File: config.mk
export PLATFORM = sky130hd
export DESIGN_NAME = hrf_flush_engine
export DESIGN_NICKNAME = d
export VERILOG_FILES = /design/src/rtl/hrf_pkg.sv /design/src/rtl/hrf_client_map.sv /design/src/rtl/hrf_client_mask.sv /design/src/rtl/hrf_flush_engine.sv
export SDC_FILE = /design/constraint.sdc
export NUM_CORES = 1
export LEC_CHECK = 0
export ABC_CLOCK_PERIOD_IN_PS = 7900
export CORE_UTILIZATION = 56
export DETAILED_ROUTE_END_ITERATION = 10
export HOLD_SLACK_MARGIN = 0.03
export PLACE_DENSITY = 0.87
export SKIP_LAST_GASP = 1
export SYNTH_ARGS = -nofsm -noshare
export SYNTH_HDL_FRONTEND = slang
export SYNTH_SLANG_ARGS = --single-unit
File: constraint.sdc
create_clock -name clk -period 7.9 [get_ports clk]
set_clock_uncertainty 0.1 [all_clocks]
set_input_delay 0.79 -clock clk [delete_from_list [all_inputs] [get_ports clk]]
set_output_delay 0.79 -clock clk [all_outputs]
set_load 0.01 [all_outputs]
File: src/rtl/hrf_pkg.sv
package hrf_pkg;

    typedef enum logic {
        ST_IDLE,
        ST_WAIT
    } hrf_state_e;

    // Client number in a given list slot of a partition, or -1 when the list ends.
    function automatic int hrf_part_client(input int part, input int slot);
        int c0, c1, c2;
        c0 = -1; c1 = -1; c2 = -1;
        case (part)
            2: c0 = 12;
            3: c0 = 0;
            4: c0 = 16;
            5: c0 = 11;
            6: begin c0 = 8; c1 = 17; end
            7: c0 = 15;
            8: c0 = 13;
            9: begin c0 = 5; c1 = 4; c2 = 6; end
            default: c0 = -1;
        endcase
        case (slot)
            0: return c0;
            1: return c1;
            2: return c2;
            default: return -1;
        endcase
    endfunction

endpackage

File: src/rtl/hrf_client_map.sv
module hrf_client_map
    import hrf_pkg::*;
#(
    parameter int PART_W    = 4,
    parameter int NUM_PARTS = 10,
    parameter int CLIENT_W  = 5,
    parameter int SLOTS     = 3,
    parameter int CNT_W     = 2
) (
    input  logic [PART_W-1:0]                part,
    output logic                             part_ok,
    output logic [CNT_W-1:0]                 count,
    output logic [SLOTS-1:0][CLIENT_W-1:0]   clients
);

    logic [SLOTS-1:0] present;

    assign part_ok = (int'(part) < NUM_PARTS);

    for (genvar s = 0; s < SLOTS; s++) begin : g_slot
        int raw;
        always_comb begin
            raw        = hrf_part_client(int'(part), s);
            present[s] = part_ok && (raw >= 0);
            clients[s] = present[s] ? CLIENT_W'(raw) : '0;
        end
    end

    // The list length counts the slots before the first terminator.
    always_comb begin
        logic stop;
        stop  = 1'b0;
        count = '0;
        for (int s = 0; s < SLOTS; s++) begin
            if (present[s] && !stop) count = count + CNT_W'(1);
            else                     stop  = 1'b1;
        end
    end

endmodule

File: src/rtl/hrf_client_mask.sv
module hrf_client_mask #(
    parameter int NUM_CLIENTS = 18,
    parameter int CLIENT_W    = 5,
    parameter int SLOTS       = 3,
    parameter int CNT_W       = 2
) (
    input  logic [SLOTS-1:0][CLIENT_W-1:0] clients,
    input  logic [CNT_W-1:0]               count,
    output logic [NUM_CLIENTS-1:0]         mask
);

    logic [SLOTS-1:0][NUM_CLIENTS-1:0] per_slot;

    for (genvar s = 0; s < SLOTS; s++) begin : g_bit
        assign per_slot[s] = (CNT_W'(s) < count)
                           ? (NUM_CLIENTS'(1) << clients[s]) : '0;
    end

    always_comb begin
        mask = '0;
        for (int s = 0; s < SLOTS; s++) mask = mask | per_slot[s];
    end

endmodule

File: src/rtl/hrf_flush_engine.sv
module hrf_flush_engine
    import hrf_pkg::*;
#(
    parameter int NUM_CLIENTS   = 18,
    parameter int NUM_PARTS     = 10,
    parameter int PART_W        = 4,
    parameter int SLOTS         = 3,
    parameter int POLL_INTERVAL = 4
) (
    input  logic                   clk,
    input  logic                   rst_n,
    input  logic [PART_W-1:0]      part_idx,
    input  logic                   flush_start,
    input  logic                   release_start,
    input  logic [NUM_CLIENTS-1:0] hr_status,
    output logic [NUM_CLIENTS-1:0] hr_ctrl,
    output logic                   flush_done,
    output logic                   release_done
);

    localparam int CLIENT_W = (NUM_CLIENTS > 1) ? $clog2(NUM_CLIENTS) : 1;
    localparam int CNT_W    = $clog2(SLOTS + 1);
    localparam int SLOT_W   = (SLOTS > 1) ? $clog2(SLOTS) : 1;
    localparam int TMR_W    = (POLL_INTERVAL > 1) ? $clog2(POLL_INTERVAL) : 1;
    localparam logic [TMR_W-1:0] TMR_RELOAD = TMR_W'(POLL_INTERVAL - 1);

    typedef struct packed {
        hrf_state_e             st;
        logic [PART_W-1:0]      part;
        logic [SLOT_W-1:0]      slot;
        logic [TMR_W-1:0]       timer;
        logic [NUM_CLIENTS-1:0] ctrl;
        logic                   fdone;
        logic                   rdone;
    } hrf_regs_t;

    hrf_regs_t r_d, r_q;

    logic [PART_W-1:0]                 map_part;
    logic                              map_ok;
    logic [CNT_W-1:0]                  map_count;
    logic [SLOTS-1:0][CLIENT_W-1:0]    map_clients;
    logic [NUM_CLIENTS-1:0]            part_mask;
    logic [CLIENT_W-1:0]               cur_client, nxt_client;
    logic                              nxt_present;

    // In idle the list comes from the input index, during a flush from the latched one.
    assign map_part = (r_q.st == ST_IDLE) ? part_idx : r_q.part;

    hrf_client_map #(
        .PART_W(PART_W), .NUM_PARTS(NUM_PARTS), .CLIENT_W(CLIENT_W),
        .SLOTS(SLOTS), .CNT_W(CNT_W)
    ) map_i (
        .part(map_part), .part_ok(map_ok), .count(map_count), .clients(map_clients)
    );

    hrf_client_mask #(
        .NUM_CLIENTS(NUM_CLIENTS), .CLIENT_W(CLIENT_W), .SLOTS(SLOTS), .CNT_W(CNT_W)
    ) mask_i (
        .clients(map_clients), .count(map_count), .mask(part_mask)
    );

    always_comb begin
        cur_client = '0;
        nxt_client = '0;
        for (int i = 0; i < SLOTS; i++) begin
            if (int'(r_q.slot) == i)     cur_client = map_clients[i];
            if (int'(r_q.slot) + 1 == i) nxt_client = map_clients[i];
        end
        nxt_present = (int'(r_q.slot) + 1) < int'(map_count);
    end

    always_comb begin
        r_d       = r_q;
        r_d.fdone = 1'b0;
        r_d.rdone = 1'b0;
        case (r_q.st)
            ST_IDLE: begin
                if (flush_start) begin
                    if (!map_ok || map_count == '0) begin
                        r_d.fdone = 1'b1;
                    end else begin
                        r_d.st    = ST_WAIT;
                        r_d.part  = part_idx;
                        r_d.slot  = '0;
                        r_d.timer = TMR_RELOAD;
                        r_d.ctrl  = r_q.ctrl | (NUM_CLIENTS'(1) << map_clients[0]);
                    end
                end else if (release_start) begin
                    r_d.rdone = 1'b1;
                    if (map_ok) r_d.ctrl = r_q.ctrl & ~part_mask;
                end
            end
            ST_WAIT: begin
                if (r_q.timer != '0) begin
                    r_d.timer = r_q.timer - TMR_W'(1);
                end else if (hr_status[cur_client]) begin
                    if (nxt_present) begin
                        r_d.slot  = r_q.slot + SLOT_W'(1);
                        r_d.timer = TMR_RELOAD;
                        r_d.ctrl  = r_q.ctrl | (NUM_CLIENTS'(1) << nxt_client);
                    end else begin
                        r_d.st    = ST_IDLE;
                        r_d.fdone = 1'b1;
                    end
                end else begin
                    r_d.timer = TMR_RELOAD;
                end
            end
            default: r_d.st = ST_IDLE;
        endcase
    end

    always_ff @(posedge clk) begin
        if (!rst_n) begin
            r_q <= '{st: ST_IDLE, default: '0};
        end else begin
            r_q <= r_d;
        end
    end

    assign hr_ctrl      = r_q.ctrl;
    assign flush_done   = r_q.fdone;
    assign release_done = r_q.rdone;

    logic waiting, timer_idle;
    assign waiting    = (r_q.st == ST_WAIT);
    assign timer_idle = (r_q.timer == '0);

endmodule

Word-level counts from Yosys, hierarchy flattened
Index checks and enable logic that the tools add are counted.
- reductions and logical operators: 17
- muxes and demuxes: 44
- add/sub/neg operators: 5
- $lt $le $gt $ge: 9
- eq/ne operators: 21
- bitwise logic cells: 9
- shift-type cells: 4
- operators by type and width (cell ; number):
    $pmux 32 s8 ; 1
    $mux 18 ; 6
    $ge 32x1->1 const B ; 3
    $or 18x18->18 ; 4
    $shl 1x5->18 const A ; 4
    $pmux 32 s2 ; 1
    $pmux 23 s2 ; 1
    $mux 5 ; 9
    $mux 19 ; 2
    $eq 32x2->1 const B ; 1
    $eq 32x3->1 const B ; 1
    $logic_not 32->1 ; 1
    $mux 32 ; 1
    $mux 27 ; 1
    $mux 22 ; 1
    $and 18x18->18 ; 1
    $not 18->18 ; 1
    $eq 4x3->1 const B ; 4
    $mux 2 ; 6
    $mux 1 ; 11
    $mux 9 ; 1
    $eq 4x2->1 const B ; 2
    $eq 4x4->1 const B ; 2
    $lt 5x6->1 const B ; 1
    other kinds (27) ; 43
- logic and storage cells: 116
- output and inout port bits: 20
- input port bits: 26
- bits in registers: 29

Logic depth before layout (Yosys ltp)
- depth in word-level cells: 20
- gate-level depth with buffers: 13
- mapped depth without buffers: 11

Cells and area by module
From an unflattened synthesis, not the netlist that was laid out.
- cells, all modules: 435
- area total of the unflattened synthesis: 3181.8 µm²
- by module, submodules not included (module ; instances ; cells an instance ; area each (µm²) ; sequential area each (µm²)):
    hrf_flush_engine ; 1 ; 320 ; 2394.8 ; 580.6
    hrf_client_mask ; 1 ; 86 ; 589.3 ; 0.0
    hrf_client_map ; 1 ; 29 ; 197.7 ; 0.0

Worst setup path after synthesis
Ideal clock, no wire load.
- path kind: input port to flip-flop
- start: input port part_idx[3]
- end: register r_q, in the netlist hr_ctrl[15]
- path buffers: 1
- required time: 7682 ps
- data arrival time: 2831 ps
- stages: 10
- path slack: 4852 ps
- library setup time: 118 ps
- path through: nor4b_2 -> or2_1 -> buf_6 -> nand2_1 -> nand2_1 -> fa_1 -> o31a_2 -> o211ai_1 -> o21ai_2 -> o2111a_1
- cells in the longest elaborated chain, start to end: 20
- elaborated cells on any way between the ends: 73
- those cells by class: add/sub (2); order compare (8); eq/ne (12); shift (4); mux (31); bitwise (6); reduce/logical (10)
- RTL lines (item ; RTL line ; RTL):
    start, declared ; hrf_flush_engine.sv:12 ; input logic [PART_W-1:0] part_idx,
    $mux 4 * ; hrf_flush_engine.sv:48 ; assign map_part = (r_q.st == ST_IDLE) ? part_idx : r_q.part;
    $eq 4x4->1, or another cell as far along ; n/a ;
    $pmux 32 s8 / $pmux 32 s2 (equally long branches) ; hrf_pkg.sv:12 ; case (part)
    $ge 32x1->1 ; hrf_client_map.sv:24 ; present[s] = part_ok && (raw >= 0);
    $logic_and 1x1->1 ; hrf_client_map.sv:24 ;
    $mux 1 / $logic_and 1x1->1 (equally long branches) ; hrf_client_map.sv:35 ; if (present[s] && !stop) count = count + CNT_W'(1);
    $add 1x1->2 / $mux 1 (equally long branches) ; hrf_client_map.sv:35 ;
    $mux 2 / $logic_not 1->1 (equally long branches) ; hrf_client_map.sv:35 ;
    [3 not listed] ; n/a ;
    $mux 18 ; hrf_client_mask.sv:16 ; ? (NUM_CLIENTS'(1) << clients[s]) : '0;
    $or 18x18->18 (2 in a row) ; hrf_client_mask.sv:21 ; for (int s = 0; s < SLOTS; s++) mask = mask | per_slot[s];
    $not 18->18 ; hrf_flush_engine.sv:91 ; if (map_ok) r_d.ctrl = r_q.ctrl & ~part_mask;
    $and 18x18->18 ; hrf_flush_engine.sv:91 ;
    $mux 18 ; hrf_flush_engine.sv:91 ;
    $mux 18 ; hrf_flush_engine.sv:89 ; end else if (release_start) begin
    $mux 18 ; hrf_flush_engine.sv:79 ; if (flush_start) begin
    $pmux 23 s2 ; hrf_flush_engine.sv:77 ; case (r_q.st)
    end signal, assigned ; hrf_flush_engine.sv:118 ; r_q <= r_d;
    end, declared ; hrf_flush_engine.sv:37 ; hrf_regs_t r_d, r_q;
Mark *: on every way between the ends. The rest lies on a longest branch, timed or not. The select of a mux whose other input is x is not followed.
A chain may end at the register's enable or synchronous reset.

Worst setup path in the final report
- start: input port part_idx[3]
- end: register r_q, in the netlist hr_ctrl[16]
Same word-level chain as after synthesis.

==> flow_summary_export.csv <==
group,metric,value,unit
global_route,grt_max_degree,28,
cts,cts_resized,0,
sta,setup_tns,0,ns
synth,ys.flop_type,"dfxtp_1",
setup_path,cp_top_family,"simple AND/OR/NAND/NOR gates",
setup_path,cp_data_arrival_time,3.91,ns
cts,cts.clk_slew.worst_paths,0.06,ns
synth,syn_avg_cell_area,8.55,um^2
synth,syn_area,2360,um^2
cts,cts_hold_buf,0,
status,outcome,"completed",
place,pre_cts_slack,3.81,ns
route,vias,2152,
sta,setup_viol,0,
power,leakage,1.05,nW
synth,synth_seq_area_share,24.6,%
cts,cts_buffer_depth,2,
layout,final_nets,329,
cts,cts_setup_buffers,0,
setup_path,cpMostUsedCell,"nor2_1",
synth,synth_edf_count,0,
global_route,antenna_found_initial,0,
sta,slew_violations,0,
cts,cts-root-buf,"clkbuf_8",
sta,hold_viol,0,
synth,netlist_instances,276,
setup_path,critical_path.max_stage_delay,0.60,ns
floorplanning,io_pins,46,
setup_path,crit_path_start_kind,"input pin",
layout,fin_util,66.8,%
route,ant_nets,0,
setup_path,path_buf_inv,1,
floorplanning,dieArea,4480,um^2
global_route,grt-ovfl-total,0,
power,power_density,156,nW/um^2
sta,rsz0062_at_grt,"false",
cts,cts_max_level,2,
layout,drive_gt1_share,13.9,%
layout,diodes,0,
setup_path,critical_path_class,"in -> reg",
global_route,gr-usage-all-layers,27.4,%
cts,cts_buffers,5,
setup_path,cp-end-kind,"flip-flop",
sta,fin_crit_sh,48.8,%
cts,cts_tree,"built",
synth,async_flop_share,0,%
route,wl_per_cell,16.5,um
synth,synth_cell_types,67,
setup_path,cp_cell_sequence,"clkdlybuf4s50_1, nor4b_2, nor2_1, nor2_1, a311oi_2, nand3_1, o311ai_4, o21ai_2, a21oi_1, nor3_1",
route,viasPerCell,6.22,
route,drtPass1Iterations,4,
synth,ys_warn_count,0,
floorplanning,start_util,58.6,%
cts,clk_latency,0.28,ns
route,drtIter0Drc,161,
setup_path,crit_slowest_cell,"nor2_1",
sta,relSlewSlack,39.0,%
min_path,hold_class,"reg -> reg",
setup_path,worstPathRequired,7.95,ns
synth,syn-num-nets,310,
floorplanning,die_w,66.9,um
place,gp_congestion,0.933,
floorplanning,rows,23,
layout,area_delta_synth_final,14.0,%
global_route,grt_pass1_vias,1960,
setup_path,cp_max_fo,11,
job,maxCapViolations,0,
sta,min_period,3.86,ns
power,vdd_drop_max,0.125,mV
route,drc,0,
floorplanning,coreArea,4030,um^2
cts,cts.sinks,29,
global_route,grt_pass1_wl,9.15,mm
place,io_buffers,41,
synth,ys_ff_latch,29,
sta,worstMarginPinSlew,0.912,ns
sta,max_freq,259,MHz
route,finalWirelength,5.70,mm
place,hpwl,4.20,mm
floorplanning,die_h,66.9,um
sta,setup_ws,4.04,ns
==> worst reg2reg max path, cell delays in order, from the launching register on <==
cell	delay, ns
dfxtp_1	0.42
inv_1	0.13
ha_1	0.35
nor3b_1	0.62
mux2i_1	0.18
o22ai_1	0.23
a311oi_1	0.09
a221oi_2	0.33
o211ai_1	0.18
o21ai_2	0.42
a21oi_1	0.14
nor3_1	0.16
==> synthesized netlist by cell type, types with 2 or more instances <==
| master | count | area share (%) |
|---|---|---|
| a211oi_1 | 4 | 1.3 |
| a21oi_1 | 16 | 3.4 |
| a311oi_1 | 3 | 1.1 |
| a31oi_1 | 8 | 2.1 |
| and2_1 | 8 | 2.1 |
| and3_1 | 6 | 1.6 |
| and3b_1 | 3 | 1.1 |
| buf_4 | 18 | 5.7 |
| buf_6 | 3 | 1.4 |
| buf_8 | 2 | 1.3 |
| clkbuf_1 | 3 | 0.48 |
| dfxtp_1 | 29 | 25 |
| ha_1 | 7 | 3.7 |
| inv_1 | 9 | 1.4 |
| mux2_2 | 3 | 1.4 |
| mux2i_1 | 10 | 4.2 |
| mux2i_2 | 2 | 1.2 |
| nand2_1 | 19 | 3.0 |
| nand2b_1 | 2 | 0.53 |
| nand3_1 | 6 | 1.3 |
| nand3b_1 | 4 | 1.3 |
| nor2_1 | 28 | 4.5 |
| nor2_2 | 4 | 1.1 |
| nor3_1 | 6 | 1.3 |
| nor3b_1 | 3 | 0.95 |
| nor4b_2 | 2 | 1.3 |
| o211a_1 | 3 | 1.3 |
| o211ai_1 | 3 | 0.95 |
| o21a_1 | 2 | 0.64 |
| o21ai_0 | 15 | 3.2 |
| o21ai_1 | 2 | 0.42 |
| o21ai_2 | 2 | 0.74 |
| o22ai_1 | 4 | 1.1 |
| or2_1 | 2 | 0.53 |
| or2_2 | 2 | 0.53 |
| or2b_2 | 2 | 0.74 |
==> area by class of cell <==
| class | count | area [um^2] |
|---|---|---|
| clock inverter | 1 | 5.00 |
| timing repair buffer | 42 | 418 |
| inverter | 9 | 33.8 |
| fill | 349 | 1340 |
| tap | 50 | 62.6 |
| multi-input combinational | 208 | 1500 |
| clock buffer | 7 | 96.3 |
| sequential | 29 | 581 |
==> routing by layer <==
layer | global-route usage [%] | wire length [um] | vias up
li1 | - | - | 1029
met1 | 34.4 | 2460 | 1006
met2 | 44.3 | 2710 | 103
met3 | 7.02 | 405 | 14
met4 | 10.9 | 131 | 0
met5 | 0 | 0 | -
==> layout by cell type, fill, tap and decap left out, drive strengths merged, types with 7 or more instances in the layout <==
| cell type | n |
|---|---|
| mux2i | 12 |
| a21oi | 16 |
| nand2 | 20 |
| inv | 9 |
| and2 | 8 |
| clkdlybuf4s50 | 41 |
| nor2 | 32 |
| o21ai | 19 |
| dfxtp | 29 |
| ha | 7 |
| clkbuf | 7 |
| a31oi | 8 |
==> power breakdown <==
part	internal, mW	total [mW]	switching [mW]
clock	0.0786	0.133	0.0547
combinational	0.0535	0.129	0.0752
sequential	0.153	0.158	0.00576
total	0.285	0.420	0.136
==> through the flow <==
step           total power [mW]  instances  hold slack [ns]  cell area (um^2)
4_1_cts                   0.420        346            0.363              2690
5_1_grt                   0.441        346            0.385              2690
3_3_place_gp              0.285        338            0.341              2590
2_1_floorplan             0.260        276            0.331              2360
3_5_place_dp              0.287        338            0.343              2590
6_report                  0.420        346            0.359              2690
==> cells by family (layout without fill, tap and decap cells) <==
family          after synthesis  after routing  synth area share, %
flops                        29             29                 24.6
fa+ha+maj                     8              8                 4.56
buf+inv                      39             59                 12.1
compound gates               77             77                 24.7
mux                          16             16                 7.47
simple gates                107            107                 26.6
==> registers in the layout, summed over array words and instances (netlist names) <==
name / count
hr_ctrl: 18
r_q: 8
flush_done: 1
release_done: 1
waiting: 1
==> worst paths after layout <==
path / from / end / slack [ns] / depth (start not counted)
worst max-delay path: part_idx[3] / hr_ctrl[16]$_SDFFE_PN0P_ / 4.04 / 10
worst min-delay path: hr_ctrl[2]$_SDFFE_PN0P_ / hr_ctrl[2]$_SDFFE_PN0P_ / 0.36 / 1
worst max register to register: r_q[23]$_SDFFE_PN0P_ / hr_ctrl[16]$_SDFFE_PN0P_ / 4.48 / 11
worst min register to register: hr_ctrl[2]$_SDFFE_PN0P_ / hr_ctrl[2]$_SDFFE_PN0P_ / 0.36 / 1
Note: power is estimated with default switching activity, not from simulation.
